## config.mk

```make
export PLATFORM = sky130hd
export DESIGN_NAME = serial3_slave
export DESIGN_NICKNAME = d
export VERILOG_FILES = /design/src/rtl/serial3_slave.sv
export SDC_FILE = /design/constraint.sdc
export NUM_CORES = 1
export LEC_CHECK = 0
export BUFFER_PORTS_ARGS = -buffer_cell sky130_fd_sc_hd__buf_2
export CELL_PAD_IN_SITES_DETAIL_PLACEMENT = 1
export CELL_PAD_IN_SITES_GLOBAL_PLACEMENT = 1
export CORE_MARGIN = 1
export CORE_UTILIZATION = 44
export CTS_BUF_LIST = sky130_fd_sc_hd__clkbuf_4 sky130_fd_sc_hd__clkbuf_8 sky130_fd_sc_hd__clkbuf_16
export CTS_CLUSTER_DIAMETER = 30
export DETAILED_ROUTE_END_ITERATION = 10
export PLACE_DENSITY_LB_ADDON = 0.25
export SYNTH_ARGS = -nofsm -noshare
export SYNTH_HDL_FRONTEND = slang
export SYNTH_SLANG_ARGS = --single-unit
export TNS_END_PERCENT = 10
```

## constraint.sdc

```tcl
create_clock -name clk -period 2.8 [get_ports clk]
set_input_delay 0.28 -clock clk [delete_from_list [all_inputs] [get_ports clk]]
set_output_delay 0.28 -clock clk [all_outputs]
set_load 0.02 [all_outputs]
```

## src/rtl/serial3_slave.sv

```systemverilog
module serial3_slave #(
  parameter logic [2:0] DEV_ADDR    = 3'd1,
  parameter int         DATA_W      = 16,
  parameter int         SYNC_STAGES = 2
) (
  input  logic              clk,
  input  logic              rst_n,
  input  logic              bus_sel_n,
  input  logic              bus_clk,
  input  logic              bus_din,
  output logic              bus_dout,
  output logic              bus_oe,
  output logic              reg_rd,
  output logic              reg_wr,
  output logic [4:0]        reg_idx,
  output logic [DATA_W-1:0] reg_wdata,
  input  logic [DATA_W-1:0] reg_rdata
);
  localparam int            CW       = $clog2(DATA_W);
  localparam logic [CW-1:0] HDR_LAST = CW'(8);
  localparam logic [CW-1:0] DAT_LAST = CW'(DATA_W - 1);
  localparam logic [CW-1:0] ONE      = CW'(1);

  typedef enum logic {PH_HDR, PH_DATA} phase_t;

  logic [SYNC_STAGES-1:0] clk_sy, dat_sy, sel_sy;
  logic clk_prev;

  always_ff @(posedge clk or negedge rst_n)
    if (!rst_n) begin
      clk_sy   <= '0;
      dat_sy   <= '0;
      sel_sy   <= '1;
      clk_prev <= 1'b0;
    end else begin
      clk_sy   <= {clk_sy[SYNC_STAGES-2:0], bus_clk};
      dat_sy   <= {dat_sy[SYNC_STAGES-2:0], bus_din};
      sel_sy   <= {sel_sy[SYNC_STAGES-2:0], bus_sel_n};
      clk_prev <= clk_sy[SYNC_STAGES-1];
    end

  wire sclk   = clk_sy[SYNC_STAGES-1];
  wire sdat   = dat_sy[SYNC_STAGES-1];
  wire ssel_n = sel_sy[SYNC_STAGES-1];
  wire rise   = sclk & ~clk_prev & ~ssel_n;

  phase_t            phase;
  logic [CW-1:0]     cnt;
  logic [DATA_W-1:0] sh;
  logic              rd_mode, lock, oe_q, rd_q, wr_q;
  logic [4:0]        idx_q;
  logic [DATA_W-1:0] wdata_q;

  wire [8:0] hdr = {sh[7:0], sdat};
  wire       hit = (hdr[8:6] == DEV_ADDR);

  always_ff @(posedge clk or negedge rst_n)
    if (!rst_n) begin
      phase   <= PH_HDR;
      cnt     <= '0;
      sh      <= '0;
      rd_mode <= 1'b0;
      lock    <= 1'b0;
      oe_q    <= 1'b0;
      rd_q    <= 1'b0;
      wr_q    <= 1'b0;
      idx_q   <= '0;
      wdata_q <= '0;
    end else begin
      rd_q <= 1'b0;
      wr_q <= 1'b0;
      if (rd_q) sh <= reg_rdata;
      if (ssel_n) begin
        phase   <= PH_HDR;
        cnt     <= '0;
        sh      <= '0;
        rd_mode <= 1'b0;
        lock    <= 1'b0;
        oe_q    <= 1'b0;
      end else if (rise && !lock) begin
        if (phase == PH_HDR) begin
          if (cnt == HDR_LAST) begin
            cnt <= '0;
            sh  <= '0;
            if (hit) begin
              phase   <= PH_DATA;
              rd_mode <= hdr[5];
              idx_q   <= hdr[4:0];
              rd_q    <= hdr[5];
              oe_q    <= hdr[5];
            end else begin
              lock <= 1'b1;
            end
          end else begin
            sh  <= {sh[DATA_W-2:0], sdat};
            cnt <= cnt + ONE;
          end
        end else begin
          sh  <= {sh[DATA_W-2:0], rd_mode ? 1'b0 : sdat};
          cnt <= cnt + ONE;
          if (cnt == DAT_LAST) begin
            phase   <= PH_HDR;
            cnt     <= '0;
            sh      <= '0;
            oe_q    <= 1'b0;
            rd_mode <= 1'b0;
            if (!rd_mode) begin
              wr_q    <= 1'b1;
              wdata_q <= {sh[DATA_W-2:0], sdat};
            end
          end
        end
      end
    end

  assign bus_oe    = oe_q;
  assign bus_dout  = oe_q & sh[DATA_W-1];
  assign reg_rd    = rd_q;
  assign reg_wr    = wr_q;
  assign reg_idx   = idx_q;
  assign reg_wdata = wdata_q;

  assert_oe_release_R8: assert property (@(posedge clk) disable iff (!rst_n)
    ssel_n |=> !bus_oe);
  assert_lock_quiet_R7: assert property (@(posedge clk) disable iff (!rst_n)
    lock |-> (!reg_rd && !reg_wr && !bus_oe));
  assert_rd_drives_R4: assert property (@(posedge clk) disable iff (!rst_n)
    reg_rd |-> bus_oe);
  assert_wr_on_edge_R5: assert property (@(posedge clk) disable iff (!rst_n)
    reg_wr |-> $past(rise));
  assert_strobe_excl_R10: assert property (@(posedge clk) disable iff (!rst_n)
    !(reg_rd && reg_wr));
  assert_rd_single_R10: assert property (@(posedge clk) disable iff (!rst_n)
    reg_rd |=> !reg_rd);
  assert_wr_single_R10: assert property (@(posedge clk) disable iff (!rst_n)
    reg_wr |=> !reg_wr);
endmodule

```

# ---- After elaboration in Yosys (flattened, before gate mapping)
# Cells that the tools add are included.
dict set report op_classes {
  n_eq_ne 6
  n_reduce_logical 11
  n_bitwise 7
  n_mux 39
  addsub 1
}
# op n
set ops {}
lappend ops {{$mux 16} 6}
lappend ops {{$mux 1} 28}
lappend ops {{$mux 4} 5}
lappend ops {{$reduce_and 5->1} 2}
lappend ops {{$reduce_bool 3->1} 3}
lappend ops {{$eq 4x4->1 const B} 2}
lappend ops {{$reduce_and 4->1} 2}
lappend ops {{$add 4x1->4 const B} 1}
lappend ops {{$ne 2x2->1 const B} 2}
lappend ops {{$not 1->1} 4}
lappend ops {{$reduce_bool 2->1} 2}
lappend ops {{$and 1x1->1} 3}
lappend ops {{$eq 3x1->1 const B} 1}
lappend ops {{$ne 3x2->1 const B} 1}
lappend ops {{$logic_and 1x1->1} 1}
lappend ops {{$logic_not 1->1} 1}
dict set report totals {
  output_inout_bits 25
  reg_bits 53
  word_cells 77
}

# ---- Longest topological paths before layout
# Gate-level depths: netlist of run 1.
dict set report logic_depth {
  depth_word 6
  mapped_depth 7
  mapped_depth_nobuf 5
}

# ---- Worst setup path before layout of run 1
# OpenSTA, ideal clock, no wires.
dict set report synth_timing {
  path_type {register to register}
  start {reg sel_sy[1]}
  end {reg wdata_q[10] (netlist: reg_wdata[10])}
  setup_ns 0.125
  arrival_time_ns 2.012
  path_slack_ns 0.663
  stages_incl_launch_ff 6
  t_required_ns 2.675
  synth_period_minus_slack_ns 2.137
  path_cell_list {dfstp_2 > buf_6 > or4b_4 > nor4b_4 > buf_6 > mux2_4}
}
dict set report synth_between {
  elab_chain_cells 4
}
# item line
set synth_rtl {}
lappend synth_rtl {{from (decl)} 26} ;# logic [SYNC_STAGES-1:0] clk_sy, dat_sy, sel_sy;
lappend synth_rtl {{from (signal assigned)} 38} ;# sel_sy <= {sel_sy[SYNC_STAGES-2:0], bus_sel_n};
lappend synth_rtl {{$not 1->1 (no line) (*)} -}
lappend synth_rtl {{$and 1x1->1} 45} ;# wire rise = sclk & ~clk_prev & ~ssel_n;
lappend synth_rtl {{$logic_and 1x1->1} 80} ;# end else if (rise && !lock) begin
lappend synth_rtl {{$reduce_and 5->1 (no line) (*)} -}
lappend synth_rtl {{to (signal assigned)} 109} ;# wdata_q <= {sh[DATA_W-2:0], sdat};
lappend synth_rtl {{to (decl)} 52} ;# logic [DATA_W-1:0] wdata_q;
# Every way passes the cells marked *; elsewhere a longest branch is shown, timed or not.
# A chain may end at the register's enable or synchronous reset.

# ---- Worst setup path in the final report of run 1
dict set report layout_timing {
  start {reg sel_sy[1]}
  end {reg wdata_q[4] (netlist: reg_wdata[4])}
}
# The elaborated chain is that of the path after synthesis.

==> impl_metrics.yaml, run 1 <==
sta:
  finalMaxSlewViolations: 0
  tightest_slew_ps: 957
  finalCritPeriodShare_pct: 82.3
  timing.slew.headroom_pct: 36.2
  fin_tns_setup_ps: 0
  setup_viol: 0
  max_freq_mhz: 434
  hold_violations: 0
  fin_skew_ps: 7.58
  grt_setup_unrepaired: "false"
  hold_slack_ps: 72.1
  fin_crit_ps: 2300
detailed_routing:
  vias_per_cell: 5.49
  firstDrtPassIters: 4
  drc: 0
  detail_route.iter0.violations: 110
  wire_per_inst_um: 18.1
  vias: 1555
  routed_wl_mm: 5.12
  drtAntennaViolNets: 0
setup_path:
  startpoint_type: "register"
  crit_required_ps: 3000
  cp-end-kind: "register"
  reg2reg_slack_ps: 500
  crit_arrival_ps: 2500
  slowest_stage: "or4b_4"
  critPathKind: "reg2reg"
  cpPeakStageDelay_ps: 650
  path_cells: "or4b_4 > nor4b_4 > buf_4 > mux2_2"
  crit_path_max_fanout: 11
run:
  cap_violations: 0
logic_synthesis:
  synth_common_cells: "51 x dfrtp_1, 14 x mux2_2, 12 x mux2i_1, 12 x o2bb2ai_1, 9 x mux2_4"
  ys_types: 40
  synth.most_common_cell: "dfrtp_1"
  synthesis.nets: 189
  ys_seq_elements: 53
  synth_adder_area_share_pct: 1.08
  synth-async-reset-ratio_pct: 100
  synth_top_area_cell: "dfrtp_1"
  synth_mux_area_share_pct: 17.8
  synth_area_leaders: "dfrtp_1 55%, mux2_2 6.8%, mux2_4 5.8%, mux2i_1 5.2%, o2bb2ai_1 4.5%"
  yosys.area_share.xor_xnor_pct: 0.377
  ys_seq_area_share_pct: 57.2
  synth_compound_area_share_pct: 8.94
  yosysWarnings: 0
  syn_area_sq_um: 2320
  synth_top_family_by_area: "multiplexers"
  synth_cells: 166
  synth_top_cell_area_share_pct: 54.9
  synth_flop_cell: "dfrtp_1"
  synth_edf_count: 0
  synthSimpleGateAreaFrac_pct: 11.6
  syn_avg_cell_area_sq_um: 14.0
min_path:
  hold_class: "in2reg"
cells_and_area:
  num_antenna_cells: 0
  fin_nets: 236
  drive_gt1_share_pct: 40.8
  final_cell_area_sq_um: 2710
  area_growth_syn_to_layout_pct: 16.7
  final_cells: 283
global_route:
  grt-ovfl-total: 0
  first_global_vias: 1653
  globalRouteTotalUtil_pct: 20.4
  antenna_found_initial: 0
  grt_max_degree: 31
  grt_pass1_wl_mm: 8.40
clock_tree:
  clkTransAtPathRegs_ps: 90
  clkLatencyLatePin_ps: 300
  post_cts_buffers: 0
  clk_path_buf_depth: 2
  htreeDepth: 2
  root_buffer: "clkbuf_8"
  cts_tree: "done"
  cts-resized-gates: 0
  cts_sinks: 53
  cts_made_buffers: 5
  holdBufCountCts: 1
place:
  hpwl_mm: 3.64
  place_area_sq_um: 2610
  dp_cells: 275
  finalWeightedCongestion: 0.859
  port_buffers: 45
floorplan:
  start_util_pct: 45.5
  chipWidth_um: 74.7
  pin_count: 46
  rows: 26
  die-area_sq_um: 5570
  coreArea_sq_um: 5110
  die_y_um: 74.7
power_and_ir_drop:
  pwr_density_cell_nw_per_um2: 479
  p_leak_nw: 1.26
  fin_total_pwr_w: 0.00130
  ir_drop_mv: 0.300
run_status:
  outcome: "finished, final reports clean"
-- cell type report --
cell class | instances | area (sq um)
repair buffers | 50 | 265
flip-flops and latches | 53 | 1330
inverters | 4 | 15.0
clock buffers | 7 | 90.1
well taps | 70 | 87.6
multi-input cells | 99 | 925
fillers | 549 | 2400
-- flip-flops by register name, indices dropped and copies added, names as in the netlist --
name       flops
reg_idx        5
reg_wdata     16
clk_sy         2
cnt            4
reg_rd         1
bus_oe         1
phase          1
dat_sy         2
sh            16
lock           1
clk_prev       1
reg_wr         1
sel_sy         2
-- layout by cell type, fill, tap and decap left out, types with 2 or more instances in the layout --
cell type	instances
a21oi_1	4
a22o_1	2
and2_1	2
buf_2	45
buf_4	4
clkbuf_8	6
dfrtp_1	51
dfstp_2	2
ha_1	2
inv_1	4
mux2_2	14
mux2_4	9
mux2i_1	12
nand2_1	2
nand2b_1	4
nand3_1	6
nand4_1	4
nor4_1	4
o2bb2ai_1	12
or3b_2	2
-- final timing paths --
| kind | start | endpoint | cells past startpoint |
|---|---|---|---|
| worst max register to register | sel_sy[1] | reg_wdata[4] | 4 |
| worst max-delay path | sel_sy[1] | reg_wdata[4] | 4 |
| worst min register to register | dat_sy[0] | dat_sy[1] | 0 |
| min in group asynchronous | rst_n | cnt[3] | 2 |
| max in group asynchronous | rst_n | sel_sy[1] | 3 |
| worst min-delay path | bus_sel_n | sel_sy[0] | 1 |
-- critical path, delay by kind of cell (launching register included) --
| kind | cells | cell delay (ps) |
|---|---|---|
| buffers and inverters | 1 | 250 |
| AND/OR/NAND/NOR | 2 | 1160 |
| multiplexers | 1 | 340 |
| flip-flops | 1 | 430 |
-- layer usage --
layer | vias up | GRT usage, % | routed length [um]
met4 | 0 | 8.81 | 81
met3 | 8 | 4.42 | 211
met2 | 50 | 32.2 | 2530
met5 | - | 0 | 0
met1 | 787 | 27.3 | 2290
li1 | 710 | - | -
-- through the flow --
| stage | util (%) | setup slack, ps |
|---|---|---|
| after floorplan | - | 663 |
| after global placement | 51.1 | 541 |
| after detailed placement | 51.1 | 484 |
| after CTS | 53.1 | 479 |
| after global routing | 53.1 | 411 |
| final | 53.1 | 496 |
-- cell families (layout without fill, tap and decap cells) --
kind of cell    after synthesis  in the layout
mux                          35             35
buf+inv                      14             61
fa+ha+maj                     2              2
compound gates               26             26
flops                        53             53
xor+xnor                      1              1
simple gates                 35             35
-- where the power goes --
part           switching (W)  total [W]  internal, W  leakage [nW]
Sequential         0.0000137   0.000793     0.000779         0.716
Combinational      0.0000392  0.0000649    0.0000257         0.499
Clock               0.000235   0.000442     0.000206        0.0477
(Power assumes the default switching activity.)
==> run 2: changes to the inputs <==
==> constraint.sdc (replaced) <==
create_clock -name clk -period 2.3 [get_ports clk]
set_input_delay 0.23 -clock clk [delete_from_list [all_inputs] [get_ports clk]]
set_output_delay 0.23 -clock clk [all_outputs]
set_load 0.02 [all_outputs]
==> run 2 against run 1 <==
Effect of this change:
- critical path depth shrank 1
- sequential share of layout area shrank 0.63 points
- combinational power grew 29%
- critical path type unchanged
==> impl_metrics.yaml, run 2 (synthesized netlist as in run 1, its figures left out) <==
sta:
  fin_skew_ps: 10.8
  finalMaxSlewViolations: 0
  max_freq_mhz: 470
  setup_viol: 0
  grt_setup_unrepaired: "false"
  hold_violations: 0
  fin_crit_ps: 2130
  finalCritPeriodShare_pct: 92.6
  hold_slack_ps: 20.1
  fin_tns_setup_ps: 0
  timing.slew.headroom_pct: 52.2
  tightest_slew_ps: 717
detailed_routing:
  detail_route.iter0.violations: 131
  firstDrtPassIters: 4
  drc: 0
  wire_per_inst_um: 18.8
  drtAntennaViolNets: 0
  vias_per_cell: 5.47
  routed_wl_mm: 5.39
  vias: 1570
setup_path:
  cp-end-kind: "register"
  startpoint: "sel_sy[1]"
  r2r-start: "sel_sy[1]"
  startpoint_type: "register"
  crit_path_max_fanout: 11
  crit_arrival_ps: 2340
  crit_required_ps: 2510
  critPathKind: "reg2reg"
place:
  hpwl_mm: 3.87
  port_buffers: 45
  finalWeightedCongestion: 0.870
global_route:
  grt_pass1_wl_mm: 8.94
  grt-ovfl-total: 0
  antenna_found_initial: 0
  first_global_vias: 1697
  globalRouteTotalUtil_pct: 22.1
  grt_max_degree: 32
run_status:
  outcome: "finished, final reports clean"
clock_tree:
  cts_tree: "done"
  cts_made_buffers: 5
  cts_sinks: 53
  htreeDepth: 2
  cts-resized-gates: 0
  root_buffer: "clkbuf_8"
  clk_path_buf_depth: 2
  clkLatencyLatePin_ps: 310
  clkTransAtPathRegs_ps: 100
power_and_ir_drop:
  ir_drop_mv: 0.365
  pwr_density_cell_nw_per_um2: 589
  p_leak_nw: 1.28
cells_and_area:
  final_cell_mix: "51 x dfrtp_1, 45 x buf_2, 14 x mux2_2"
  num_antenna_cells: 0
  drive_gt1_share_pct: 41.5
  area_growth_syn_to_layout_pct: 18.2
  fin_nets: 239
  layout_commonest_cell: "dfrtp_1"
  n_fill_cell: 543
floorplan:
  coreArea_sq_um: 5110
  start_util_pct: 45.5
  pin_count: 46
  chipWidth_um: 74.7
  rows: 26
  die-area_sq_um: 5570
  die_y_um: 74.7
min_path:
  hold_class: "in2reg"
  min-delay-start: "bus_din"
run:
  cap_violations: 0
## run 2: critical path, stage by stage (launching register included)
cell and delay, ps:
dfstp_2 440, or4b_4 660, nor4_4 520, mux2_2 400
## run 2: final timing paths
| check | cells past startpoint | to | slack [ps] |
|---|---|---|---|
| setup / recovery | 3 | reg_idx[0] | 170 |
| hold / removal | 1 | dat_sy[0] | 20 |
| max in group asynchronous | 3 | sel_sy[1] | 1080 |
| hold reg to reg | 0 | clk_sy[1] | 360 |
| setup reg to reg | 3 | reg_idx[0] | 170 |
| min in group asynchronous | 2 | clk_sy[1] | 510 |
## run 2: repair_timing
item	CTS	global route
hold buffers	1	1
setup buffers	0	0
hold endpoints to repair	19	1
setup endpoints to repair	0	0
## run 2: power breakdown
| group | switching [W] | leakage, nW | total (W) | internal [W] |
|---|---|---|---|---|
| Sequential | 0.0000179 | 0.716 | 0.000966 | 0.000948 |
| Clock | 0.000317 | 0.0518 | 0.000568 | 0.000250 |
| Combinational | 0.0000501 | 0.513 | 0.0000837 | 0.0000337 |
| Total | 0.000385 | 1.28 | 0.00162 | 0.00123 |
## run 2: metrics by stage
step	instance area [sq um]	total power (W)	utilization [%]	worst slack [ps]	instances
2_1_floorplan	2320	0.00101	-	163	166
3_3_place_gp	2630	0.00106	51.4	234	277
3_5_place_dp	2630	0.00107	51.4	166	277
4_1_cts	2740	0.00163	53.6	149	286
5_1_grt	2750	0.00169	53.8	112	287
6_report	2750	0.00162	53.8	171	287
## run 2: layout make-up
type	count	area (sq um)	area share, %
multi-input cells	99	925	33.7
flip-flops and latches	53	1330	48.4
repair buffers	53	290	10.6
clock buffers	6	82.6	3.01
well taps	70	87.6	3.19
inverters	4	15.0	0.547
clock inverters	2	17.5	0.638
## run 2: layer usage
| metal | wire length [um] | track usage (%) | up-vias | share of wire, % |
|---|---|---|---|---|
| li1 | - | - | 718 | - |
| met1 | 2460 | 29.3 | 811 | 46 |
| met2 | 2690 | 35.8 | 35 | 50 |
| met3 | 181 | 6.29 | 6 | 3.4 |
| met4 | 57 | 5.87 | 0 | 1.1 |
| met5 | 0 | 0 | - | 0 |
